$ cat src/rtl/pdm_pkg.sv
package pdm_pkg;
   typedef enum logic {
      SYM_ZERO = 1'b0,
      SYM_ONE  = 1'b1
   } sym_e;

   localparam int MIN_TICKS = 4;
endpackage

$ cat src/rtl/pdm_handshake.sv
module pdm_handshake
   import pdm_pkg::*;
(
   input  logic clk,
   input  logic rst_n,
   input  logic tx_mode,
   input  logic bit_valid,
   input  logic bit_data,
   input  logic last_tick,
   output logic bit_ready,
   output logic accept,
   output logic busy,
   output sym_e sym
);
   assign bit_ready = tx_mode && (!busy || last_tick);
   assign accept    = bit_ready && bit_valid;

   always_ff @(posedge clk) begin
      if (!rst_n) begin
         busy <= 1'b0;
         sym  <= SYM_ZERO;
      end else begin
         if (accept) begin
            busy <= 1'b1;
            sym  <= bit_data ? SYM_ONE : SYM_ZERO;
         end else if (last_tick) begin
            busy <= 1'b0;
         end
      end
   end
endmodule

$ cat src/rtl/pdm_bit_timer.sv
module pdm_bit_timer #(
   parameter int CNT_W = 10
) (
   input  logic             clk,
   input  logic             rst_n,
   input  logic             start,
   input  logic             run,
   input  logic [CNT_W-1:0] period_in,
   output logic [CNT_W-1:0] cnt,
   output logic [CNT_W-1:0] period_q,
   output logic             last_tick
);
   localparam logic [CNT_W-1:0] ONE = CNT_W'(1);

   assign last_tick = run && (cnt == period_q - ONE);

   always_ff @(posedge clk) begin
      if (!rst_n) begin
         cnt      <= '0;
         period_q <= '0;
      end else if (start) begin
         cnt      <= '0;
         period_q <= period_in;
      end else if (run && !last_tick) begin
         cnt <= cnt + ONE;
      end
   end
endmodule

$ cat src/rtl/pdm_shaper.sv
module pdm_shaper
   import pdm_pkg::*;
#(
   parameter int CNT_W = 10
) (
   input  logic             busy,
   input  sym_e             sym,
   input  logic [CNT_W-1:0] cnt,
   input  logic [CNT_W-1:0] period_q,
   output logic             pulse_on
);
   logic [CNT_W-1:0] quarter;
   logic [CNT_W-1:0] high_len;

   always_comb begin
      quarter  = period_q >> 2;
      high_len = (sym == SYM_ONE) ? (period_q - quarter) : quarter;
      pulse_on = busy && (cnt < high_len);
   end
endmodule

$ cat src/rtl/pwm_downlink_mod.sv
module pwm_downlink_mod
   import pdm_pkg::*;
#(
   parameter int CNT_W   = 10,
   parameter int OUT_REG = 0
) (
   input  logic             clk,
   input  logic             rst_n,
   input  logic             tx_mode,
   input  logic [CNT_W-1:0] ticks_per_bit,
   input  logic             bit_valid,
   input  logic             bit_data,
   output logic             bit_ready,
   output logic             carrier_en
);
   generate
      if (CNT_W < 3) begin : g_bad_width
         $error("pwm_downlink_mod: CNT_W must be at least 3");
      end
      if (OUT_REG != 0 && OUT_REG != 1) begin : g_bad_outreg
         $error("pwm_downlink_mod: OUT_REG must be 0 or 1");
      end
   endgenerate

   logic             accept;
   logic             busy;
   logic             last_tick;
   sym_e             sym;
   logic [CNT_W-1:0] cnt;
   logic [CNT_W-1:0] period_q;
   logic             pulse_on;

   pdm_handshake u_hs (
      .clk       (clk),
      .rst_n     (rst_n),
      .tx_mode   (tx_mode),
      .bit_valid (bit_valid),
      .bit_data  (bit_data),
      .last_tick (last_tick),
      .bit_ready (bit_ready),
      .accept    (accept),
      .busy      (busy),
      .sym       (sym)
   );

   pdm_bit_timer #(.CNT_W(CNT_W)) u_timer (
      .clk       (clk),
      .rst_n     (rst_n),
      .start     (accept),
      .run       (busy),
      .period_in (ticks_per_bit),
      .cnt       (cnt),
      .period_q  (period_q),
      .last_tick (last_tick)
   );

   pdm_shaper #(.CNT_W(CNT_W)) u_shape (
      .busy     (busy),
      .sym      (sym),
      .cnt      (cnt),
      .period_q (period_q),
      .pulse_on (pulse_on)
   );

   generate
      if (OUT_REG == 1) begin : g_out_flop
         logic en_q;
         always_ff @(posedge clk) begin
            if (!rst_n) en_q <= 1'b0;
            else        en_q <= pulse_on;
         end
         assign carrier_en = en_q;
      end else begin : g_out_comb
         assign carrier_en = pulse_on;
      end
   endgenerate
endmodule

$ cat config.mk
export PLATFORM = sky130hd
export DESIGN_NAME = pwm_downlink_mod
export DESIGN_NICKNAME = d
export VERILOG_FILES = /design/src/rtl/pdm_pkg.sv /design/src/rtl/pdm_handshake.sv /design/src/rtl/pdm_bit_timer.sv /design/src/rtl/pdm_shaper.sv /design/src/rtl/pwm_downlink_mod.sv
export SDC_FILE = /design/constraint.sdc
export NUM_CORES = 1
export LEC_CHECK = 0
export BUFFER_PORTS_ARGS = -buffer_cell sky130_fd_sc_hd__buf_4
export CELL_PAD_IN_SITES_DETAIL_PLACEMENT = 1
export CELL_PAD_IN_SITES_GLOBAL_PLACEMENT = 2
export CORE_AREA = 2 2 58 101
export CTS_CLUSTER_DIAMETER = 60
export DETAILED_ROUTE_END_ITERATION = 7
export DIE_AREA = 0 0 60 103
export GPL_TIMING_DRIVEN = 1
export PLACE_DENSITY_LB_ADDON = 0.1
export SLEW_MARGIN = 20
export SYNTH_ARGS = -nofsm -noshare
export SYNTH_HDL_FRONTEND = slang
export SYNTH_HIERARCHICAL = 1
export SYNTH_SLANG_ARGS = --single-unit
$ cat constraint.sdc
create_clock -name clk -period 8.9 [get_ports clk]
set_input_delay 0.89 -clock clk [delete_from_list [all_inputs] [get_ports clk]]
set_output_delay 0.89 -clock clk [all_outputs]
set_load 0.05 [all_outputs]
==> reports/qor.csv, run 1 <==
stage;metric;value;unit
layout;mostFrequentLayoutCell;dfxtp_1;
cts;ctsRootBufferMaster;clkbuf_8;
layout;area_growth;10.5;%
floorplanning;start_util;0.376;
synth;synth_area_leaders;dfxtp_1 21%, ha_1 12%, mux2i_1 7.3%;
sta;max_slew_margin;0.469;
synth;postSynthAreaPerCell;8.23;um^2
placed_design;dp_hpwl;4370;um
grt;grt-ovfl-total;0;
worst_setup_path;endpoint_kind;output pin;
synth;synth_seq_area_share;0.215;
sta;fin_crit;4420;ps
synth;netlist_area;0.00205;mm^2
synth;synth_top_area_frac;0.215;
sta;finalCritPeriodShare;0.497;
floorplanning;die_w;60;um
synth;synth_area_leader_cell;dfxtp_1;
floorplanning;core.rowCount;36;
worst_setup_path;cp_data_arrival_time;3530;ps
drt;wl_per_cell;16.5;um
drt;dr.pass1.iters;4;
sta;tightest_slew;796;ps
drt;routed_wl;5550;um
worst_setup_path;startpoint_type;flop;
drt;drtAntennaViolNets;0;
synth;yosys_warnings;6;
cts;cts_sinks;22;
cts;cts_tree;yes;
synth;ys_ff_latch;22;
sta;fmax;0.226;GHz
grt;grt_pass1_wl;9030;um
cts;clk_latency;260;ps
sta;finalHoldViolCount;0;
synth;syn_nets;284;
floorplanning;core;0.00545;mm^2
grt;grt_pass1_vias;1793;
run_status;status;finished clean;
cts;cts_buffer_depth;2;
cts;clk_pin_slew_worst_paths;80;ps
floorplanning;die-area;0.00618;mm^2
synth;synthFlopType;dfxtp_1;
placed_design;io_buffers;16;
sta;finClkSkew;3.90;ps
drt;route.detailed.drc;0;
sta;holdWs;541;ps
cts;cts_hold_buf;0;
cts;cts_setup_buffers;0;
floorplanning;fp.dieH;103;um
cts;cts_made_buffers;3;
layout;layout-drive-gt1-share;0.131;
drt;vias_per_cell;5.43;
synth;ys_types;55;
worst_setup_path;path_max_fanout;10;
power;irDropWorstVdd;0.0000907;V
power;power_density;128;mW/mm^2
sta;setup_viol;0;
worst_setup_path;path_class;reg2out;
layout;nets;296;
synth;synth_edf_count;0;
grt;grt_max_degree;21;
cts;cts_max_level;1;
sta;rsz0062_at_grt;no;
min_path;hp-class;reg2reg;
cts;cts.repair.resized;0;
layout;mostFrequentLayoutCells;22 x dfxtp_1, 19 x ha_1, 18 x nand2_1;
drt;via_count;1826;
layout;n_antenna_cell;0;
sta;slew_viol_final;0;
synth;syn_inst;249;
floorplanning;io_pins;17;
drt;drt_iter0_drc;39;
grt;grt_util_all_layers;0.193;
sta;setup_tns;0;ps
layout;final.fill_count;646;
flow_run;drv_cap;0;
grt;antenna_found_initial;0;
synth;synthArstFlopShare;0;
power;leakagePower;0.000853;uW
worst_setup_path;critPathRequiredTime;8010;ps
placed_design;gp_congestion;0.812;
==> state kept, by name, indices dropped and copies added, names as in the netlist <==
| signal | cells |
|---|---|
| u_hs/busy | 1 |
| u_timer/period_q | 10 |
| u_hs/sym | 1 |
| u_timer/cnt | 10 |
==> through the flow <==
step	std cells	utilization	instance area, um^2	worst slack [ps]	total power [uW]
4_1_cts	336	0.416	2260	4440	295
3_5_place_dp	332	0.402	2190	4750	199
5_1_grt	336	0.416	2260	4200	308
6_report	336	0.416	2260	4480	290
2_1_floorplan	249	-	2050	4650	177
3_3_place_gp	332	0.402	2190	4800	199
==> where the power goes <==
part / switching, uW / leakage, uW / internal (uW) / total [uW]
Sequential: 9.58 / 0.000179 / 102 / 111
Combinational: 44.3 / 0.000639 / 40.5 / 84.8
Clock: 34.0 / 0.0000357 / 60.1 / 94.0
Total: 87.8 / 0.000853 / 202 / 290
==> critical path, stage by stage, from the launching register on <==
cell and delay, ps:
dfxtp_1 530, inv_1 130, ha_1 280, nor2b_1 150, o31ai_2 290, a21oi_1 170
or3_1 330, a31oi_1 200, ha_1 280, a21o_1 160, a2111o_1 400, o32ai_1 110
buf_4 240
==> routing by layer <==
| layer | global-route usage | share of wire |
|---|---|---|
| met1 | 0.228 | 0.44 |
| met2 | 0.368 | 0.55 |
| met5 | 0 | 0 |
| met3 | 0.0188 | 0.010 |
| met4 | 0.0308 | 0.0056 |
==> path summary, 6_finish.rpt <==
kind / startpoint / endpoint / slack [ps] / depth (start not counted)
worst max-delay path: u_timer/period_q[3] / carrier_en / 4480 / 12
worst min-delay path: u_timer/cnt[9] / u_timer/cnt[9] / 540 / 2
worst max register to register: u_timer/period_q[2] / u_timer/cnt[4] / 5510 / 11
worst min register to register: u_timer/cnt[9] / u_timer/cnt[9] / 540 / 2
==> synth_stat cells (4+ instances only) <==
cell type	count
nor2_1	11
dfxtp_1	22
clkbuf_1	4
a21oi_1	11
nand2_1	18
inv_1	16
nor3_1	9
xnor2_1	11
mux2i_1	15
xor2_1	5
or4_1	4
o21a_1	4
o21ai_0	16
ha_1	19
nand3_1	8
or3_1	6
nor2b_1	12
nor4_1	4
==> logic make-up (layout without fill, tap and decap cells) <==
logic type	count (synthesis)	in the layout	synth area share
AOI/OAI and AO/OA	61	61	0.201
xor gates and xnor gates	16	16	0.0684
adders and majority gates	20	20	0.126
buffers and inverters	25	36	0.0641
DFF	22	22	0.215
muxes	15	15	0.0733
and+or+nand+nor	90	90	0.252
==> area by class of cell <==
cell class	count	area (um^2)	share of cell area
Multi-Input combinational cell	202	1480	0.652
Clock inverter	1	30.0	0.0133
Clock buffer	3	41.3	0.0182
Tap cell	76	95.1	0.0420
Timing Repair Buffer	16	120	0.0530
Sequential cell	22	440	0.194
Inverter	16	60.1	0.0265
Note: power is estimated with default switching activity, not from simulation.
==> inputs of run 2 (changes only) <==
--- a/config.mk
+++ b/config.mk
@@ -5,13 +5,14 @@
 export SDC_FILE = /design/constraint.sdc
 export NUM_CORES = 1
 export LEC_CHECK = 0
+export ABC_AREA = 1
 export BUFFER_PORTS_ARGS = -buffer_cell sky130_fd_sc_hd__buf_4
 export CELL_PAD_IN_SITES_DETAIL_PLACEMENT = 1
 export CELL_PAD_IN_SITES_GLOBAL_PLACEMENT = 2
-export CORE_AREA = 2 2 58 101
+export CORE_AREA = 2 2 69 121
 export CTS_CLUSTER_DIAMETER = 60
 export DETAILED_ROUTE_END_ITERATION = 7
-export DIE_AREA = 0 0 60 103
+export DIE_AREA = 0 0 71 123
 export GPL_TIMING_DRIVEN = 1
 export PLACE_DENSITY_LB_ADDON = 0.1
 export SLEW_MARGIN = 20
==> constraint.sdc (replaced) <==
create_clock -name clk -period 3.8 [get_ports clk]
set_input_delay 0.38 -clock clk [delete_from_list [all_inputs] [get_ports clk]]
set_output_delay 0.38 -clock clk [all_outputs]
set_load 0.05 [all_outputs]
==> run 2 against run 1 <==
Compared with the run above: combinational power grew to 3.6 times the previous value; critical path depth grew 4; critical path type unchanged; sequential power grew 140%; synthesized area grew 7.0%; largest cell class unchanged; critical endpoint unchanged.
==> reports/qor.csv, run 2 <==
stage;metric;value;unit;change
min_path;whs_path_depth;3;;was 2
synth;synth_seq_area_share;0.201;;was 0.215
synth;netlist_area;0.00219;mm^2;was 0.00205 mm^2
synth;synth_fa_ha_area_frac;0.118;;was 0.126
sta;setup_tns;0;ps;unchanged
synth;synth_xor_area_frac;0.0559;;was 0.0684
sta;finClkSkew;5.92;ps;was 3.90 ps
layout;top_regs;u_timer/cnt x10, u_timer/period_q x10;;unchanged
placed_design;gp_congestion;0.762;;was 0.812
sta;fin_crit;3400;ps;
layout;n_antenna_cell;0;;unchanged
placed_design;io_buffers;16;;unchanged
placed_design;placed_area;0.00239;mm^2;was 0.00219 mm^2
power;pwr-share-seq;0.304;;was 0.383
layout;fin_cells;467;;was 336
cts;cts_max_level;1;;unchanged
worst_setup_path;reg2reg_from;u_timer/period_q[0];;was u_timer/period_q[2]
drt;drtAntennaViolNets;0;;unchanged
worst_setup_path;endpoint_kind;output pin;;unchanged
synth;synth_edf_count;0;;unchanged
layout;mostFrequentLayoutCell;nand2_1;;was dfxtp_1
drt;vias_per_cell;4.86;;was 5.43
cts;cts_made_buffers;3;;unchanged
synth;syn_nets;397;;was 284
grt;grt_max_degree;19;;was 21
power;power_density;348;mW/mm^2;was 128 mW/mm^2
sta;finalCritPeriodShare;0.895;;
power;leakagePower;0.00122;uW;was 0.000853 uW
power;internal_power;564;uW;was 202 uW
run_status;status;finished clean;;unchanged
drt;route.detailed.drc;0;;unchanged
drt;wl_per_cell;14.5;um;was 16.5 um
placed_design;dp_cells;463;;was 332
worst_setup_path;path_class;reg2out;;unchanged
sta;max_slew_margin;0.645;;was 0.469
synth;ys_types;25;;was 55
power;irDropWorstVdd;0.000255;V;was 0.0000907 V
synth;synth_common_cells;95 x nand2_1, 46 x inv_1, 39 x nand3_1;;was 22 x dfxtp_1, 19 x ha_1, 18 x nand2_1
cts;ctsRootBufferMaster;clkbuf_16;;was clkbuf_8
sta;fmax;0.294;GHz;
synth;ys_ff_latch;22;;unchanged
cts;cts.repair.resized;0;;unchanged
floorplanning;fp.dieH;123;um;was 103 um
layout;fin_area;0.00250;mm^2;was 0.00226 mm^2
grt;grt_pass1_vias;2394;;was 1793
synth;postSynthAreaPerCell;6.06;um^2;was 8.23 um^2
synth;syn_inst;362;;was 249
power;power_frac_comb;0.352;;was 0.292
grt;grt_util_all_layers;0.170;;was 0.193
floorplanning;core;0.00780;mm^2;was 0.00545 mm^2
synth;synth_area_leader_cell;dfxtp_1;;unchanged
flow_run;drv_cap;0;;unchanged
floorplanning;start_util;0.281;;was 0.376
min_path;hp-class;in2reg;;was reg2reg
grt;grt-ovfl-total;0;;unchanged
worst_setup_path;startpoint_type;flop;;unchanged
cts;clk_pin_slew_worst_paths;60;ps;was 80 ps
synth;synth_top_area_frac;0.201;;was 0.215
cts;cts_sinks;22;;unchanged
layout;layout-drive-gt1-share;0.133;;was 0.131
cts;cts_setup_buffers;0;;unchanged
cts;cts_hold_buf;0;;unchanged
synth;yosys_warnings;6;;unchanged
floorplanning;die_w;71;um;was 60 um
worst_setup_path;reg2reg_depth;18;;was 11
synth;synth_top_family_by_area;simple AND/OR/NAND/NOR gates;;unchanged
sta;finalHoldViolCount;0;;unchanged
cts;cts_buffer_depth;2;;unchanged
drt;routed_wl;6750;um;was 5550 um
floorplanning;die-area;0.00873;mm^2;was 0.00618 mm^2
grt;antenna_found_initial;0;;unchanged
layout;nets;413;;was 296
synth;synthFlopType;dfxtp_1;;unchanged
drt;via_count;2271;;was 1826
synth;muxShareOfSynthArea;0;;was 0.0733
synth;yosysMostFrequentCell;nand2_1;;was dfxtp_1
sta;rsz0062_at_grt;no;;unchanged
layout;mostFrequentLayoutCells;95 x nand2_1, 46 x inv_1, 39 x nand3_1;;was 22 x dfxtp_1, 19 x ha_1, 18 x nand2_1
drt;drt_iter0_drc;41;;was 39
worst_setup_path;critPathRequiredTime;3420;ps;was 8010 ps
sta;setup_viol;0;;unchanged
worst_setup_path;rr_endpoint;u_timer/period_q[1];;was u_timer/cnt[4]
power;p_clk_frac;0.344;;was 0.324
worst_setup_path;path_max_fanout;8;;was 10
grt;grt_pass1_wl;11600;um;was 9030 um
power;p_sw;305;uW;was 87.8 uW
synth;yosys.area_share.simple;0.416;;was 0.252
sta;tightest_slew;532;ps;was 796 ps
sta;slew_viol_final;0;;unchanged
synth;synthArstFlopShare;0;;unchanged
floorplanning;core.rowCount;43;;was 36
power;p_sw_frac;0.351;;was 0.303
cts;cts_tree;yes;;unchanged
worst_setup_path;rrSetupSlack;970;ps;was 5510 ps
worst_setup_path;cp_data_arrival_time;3020;ps;was 3530 ps
min_path;min_to;u_timer/period_q[9];;was u_timer/cnt[9]
layout;area_growth;14.0;%;was 10.5%
layout;final_util;0.320;;was 0.416
cts;clk_latency;260;ps;about the same
synth;synth_area_leaders;dfxtp_1 20%, nand2_1 16%, ha_1 11%;;was dfxtp_1 21%, ha_1 12%, mux2i_1 7.3%
placed_design;dp_hpwl;5660;um;was 4370 um
synth;synth_compound_area_frac;0.100;;was 0.201
floorplanning;io_pins;17;;unchanged
drt;dr.pass1.iters;6;;was 4
min_path;min-delay-start;ticks_per_bit[9];;was u_timer/cnt[9]
-- run 2: metrics by stage --
stage	setup WS [ps]	total power [uW]	hold slack [ps]
after floorplan	746	494	478
after global placement	630	580	528
after detailed placement	655	580	543
after CTS	355	886	334
after global routing	33.1	941	355
final	400	869	335
-- run 2: cells by family after synthesis --
kind of cell             after synthesis
AO/OA/AOI/OAI                         44
XOR/XNOR                              14
adder cells (fa/ha/maj)               20
buffers and inverters                 60
flip-flops                            22
AND/OR/NAND/NOR                      202
-- run 2: cell type report --
cell class	instances	area, um^2
clock inverters	1	30.0
flip-flops and latches	22	440
multi-input cells	280	1510
well taps	90	113
clock buffers	3	75.1
repair buffers	17	128
inverters	54	203
fillers	1042	5300
-- run 2: how the worst max path moves through the flow --
stage	slack [ps]	depth (start not counted)	end	from
2_1_floorplan	750	15	carrier_en	u_timer/period_q[2]
3_3_place_gp	630	16	carrier_en	u_timer/period_q[2]
3_5_place_dp	650	16	carrier_en	u_timer/period_q[2]
4_1_cts	350	16	carrier_en	u_timer/period_q[2]
5_1_grt	30	16	carrier_en	u_timer/period_q[2]
6_report	400	16	carrier_en	u_timer/period_q[2]
-- run 2: power groups by stage --
stage,sequential [uW],clock [uW],combinational [uW]
finish,264,299,306
global route,267,314,360
CTS,265,310,312
detailed placement,270,0,310
global placement,270,0,309
floorplan,260,0,234
-- run 2: metal layers --
layer	GRT usage	vias up	part of all wire
met1	0.184	1045	0.40
met3	0.0122	13	0.018
met2	0.329	32	0.54
met5	0	-	0
met4	0.0767	0	0.038
li1	-	1181	-
-- run 2: critical path, stage by stage, from the launching register on --
cell and delay (ps):
dfxtp_1 530, ha_1 230, inv_2 60, fa_1 430, nand3_1 100, nand3_1 130
nand2_1 110, nand2_1 60, nand2_1 50, nand3_1 80, ha_1 300, nand2_1 60
nor2_1 170, nand4_1 100, nor2_1 120, nor2_1 50, buf_4 180
==> inputs of run 3 (changes only) <==
--- a/config.mk
+++ b/config.mk
@@ -14,7 +14,7 @@
 export DETAILED_ROUTE_END_ITERATION = 7
 export DIE_AREA = 0 0 71 123
 export GPL_TIMING_DRIVEN = 1
-export PLACE_DENSITY_LB_ADDON = 0.1
+export PLACE_DENSITY = 0.86
 export SLEW_MARGIN = 20
 export SYNTH_ARGS = -nofsm -noshare
 export SYNTH_HDL_FRONTEND = slang
==> run 3 against run 2 <==
Compared with the run above: largest power group unchanged; register-to-register slack got worse by 80 ps; routed wire length decreased by 3.6%; worst setup slack improved by 65 ps; sequential cell count unchanged; combinational power about the same; core utilization unchanged; non-clock buffer count unchanged; global-route usage decreased by 1.1 points; critical path depth unchanged; sequential share of layout area unchanged.
==> reports/qor.csv, run 3 (same netlist as run 2, synthesis figures left out) <==
stage;metric;value;unit;change
worst_setup_path;reg2reg_from;u_timer/period_q[1];;was u_timer/period_q[0]
placed_design;gp_congestion;0.832;;was 0.762
layout;n_antenna_cell;0;;unchanged
drt;via_count;2332;;was 2271
worst_setup_path;critPathRequiredTime;3420;ps;about the same
cts;clk_latency;260;ps;about the same
sta;finClkSkew;3.58;ps;was 5.92 ps
worst_setup_path;setup.worst_path.start;u_timer/period_q[2];;unchanged
placed_design;dp_cells;463;;unchanged
cts;cts_setup_buffers;0;;unchanged
sta;setup_tns;0;ps;unchanged
floorplanning;core.rowCount;43;;unchanged
power;irDropWorstVdd;0.000315;V;was 0.000255 V
cts;cts_made_buffers;3;;unchanged
sta;worst_slack;465;ps;was 400 ps
worst_setup_path;cp_data_arrival_time;2950;ps;was 3020 ps
run_status;status;finished clean;;unchanged
layout;mostFrequentLayoutCells;95 x nand2_1, 46 x inv_1, 39 x nand3_1;;unchanged
layout;fin_cells;467;;unchanged
sta;slew_viol_final;0;;unchanged
drt;route.detailed.drc;0;;unchanged
cts;cts_sinks;22;;unchanged
drt;dr.pass1.iters;4;;was 6
cts;clk_pin_slew_worst_paths;60;ps;about the same
sta;tightest_slew;536;ps;was 532 ps
floorplanning;start_util;0.281;;unchanged
layout;top_regs;u_timer/cnt x10, u_timer/period_q x10;;unchanged
floorplanning;core;0.00780;mm^2;unchanged
worst_setup_path;endpoint_kind;output pin;;unchanged
worst_setup_path;startpoint_type;flop;;unchanged
power;leakagePower;0.00122;uW;about the same
worst_setup_path;reg2reg_depth;19;;was 18
min_path;hp-class;in2reg;;unchanged
placed_design;dp_hpwl;5430;um;was 5660 um
drt;vias_per_cell;4.99;;was 4.86
floorplanning;die-area;0.00873;mm^2;unchanged
cts;ctsRootBufferMaster;clkbuf_16;;unchanged
floorplanning;die_w;71;um;unchanged
floorplanning;io_pins;17;;unchanged
min_path;min-delay-start;ticks_per_bit[8];;was ticks_per_bit[9]
layout;final_util;0.320;;unchanged
sta;fmax;0.300;GHz;was 0.294 GHz
sta;rsz0062_at_grt;no;;unchanged
worst_setup_path;path_max_fanout;8;;unchanged
sta;fin_crit;3330;ps;was 3400 ps
sta;max_slew_margin;0.642;;was 0.645
cts;cts.repair.resized;0;;unchanged
cts;cts_buffer_depth;2;;unchanged
placed_design;place_ws;738;ps;was 655 ps
grt;grt_max_degree;19;;unchanged
drt;drt_iter0_drc;76;;was 41
sta;holdWs;348;ps;was 335 ps
grt;grt_util_all_layers;0.158;;was 0.170
flow_run;drv_cap;0;;unchanged
layout;area_growth;14.0;%;unchanged
drt;drtAntennaViolNets;0;;unchanged
grt;grt_pass1_vias;2388;;was 2394
cts;cts_hold_buf;0;;unchanged
drt;routed_wl;6510;um;was 6750 um
layout;nets;413;;unchanged
floorplanning;fp.dieH;123;um;unchanged
placed_design;io_buffers;16;;unchanged
layout;final.fill_count;1017;;was 1042
grt;antenna_found_initial;0;;unchanged
layout;mostFrequentLayoutCell;nand2_1;;unchanged
min_path;whs_path_depth;3;;unchanged
sta;finalCritPeriodShare;0.878;;was 0.895
worst_setup_path;path_class;reg2out;;unchanged
power;power_density;348;mW/mm^2;about the same
layout;layout-drive-gt1-share;0.133;;unchanged
grt;grt_pass1_wl;10900;um;was 11600 um
sta;finalHoldViolCount;0;;unchanged
cts;cts_tree;yes;;unchanged
sta;setup_viol;0;;unchanged
drt;wl_per_cell;13.9;um;was 14.5 um
grt;grt-ovfl-total;0;;unchanged
cts;cts_max_level;1;;unchanged
[run 3: cell counts in the layout (fill, tap and decap cells not counted)]
No cell type changed its count.
[run 3: path summary, 6_finish.rpt]
| check | end | slack (ps) |
|---|---|---|
| min | u_timer/period_q[8] | 350 |
| min reg2reg | u_timer/cnt[3] | 550 |
| max | carrier_en | 470 |
| max reg2reg | u_timer/period_q[4] | 890 |
[run 3: area by class of cell]
class | count | area [um^2] | share of cell area
clock buffers | 3 | 75.1 | 0.0300
well taps | 90 | 113 | 0.0450
multi-input cells | 280 | 1510 | 0.605
inverters | 54 | 203 | 0.0811
flip-flops and latches | 22 | 440 | 0.176
clock inverters | 1 | 30.0 | 0.0120
repair buffers | 17 | 128 | 0.0511
[run 3: power by group]
group	total [uW]	switching, uW	internal, uW	leakage [uW]
Combinational	304	191	113	0.000989
Clock	301	91.4	209	0.0000511
Sequential	264	23.0	241	0.000180
Total	869	305	564	0.00122
[run 3: critical path: stages, from the launching register on]
cell and delay [ps]:
dfxtp_1 510, ha_1 230, inv_2 50, fa_1 430, nand3_1 110, nand3_1 120
nand2_1 110, nand2_1 60, nand2_1 50, nand3_1 70, ha_1 290, nand2_1 60
nor2_1 150, nand4_1 90, nor2_1 110, nor2_1 60, buf_4 180
[run 3: through the flow]
step	area (um^2)	total power [uW]
6_report	2500	869
5_1_grt	2500	934
4_1_cts	2500	884
3_5_place_dp	2390	575
3_3_place_gp	2390	570
2_1_floorplan	2190	494
[run 3: layer usage]
metal,GRT usage,share of wire,vias up
met4,0.0991,0.062,0
li1,-,-,1182
met3,0.0171,0.017,16
met2,0.314,0.54,33
met1,0.150,0.38,1101
met5,0,0,-
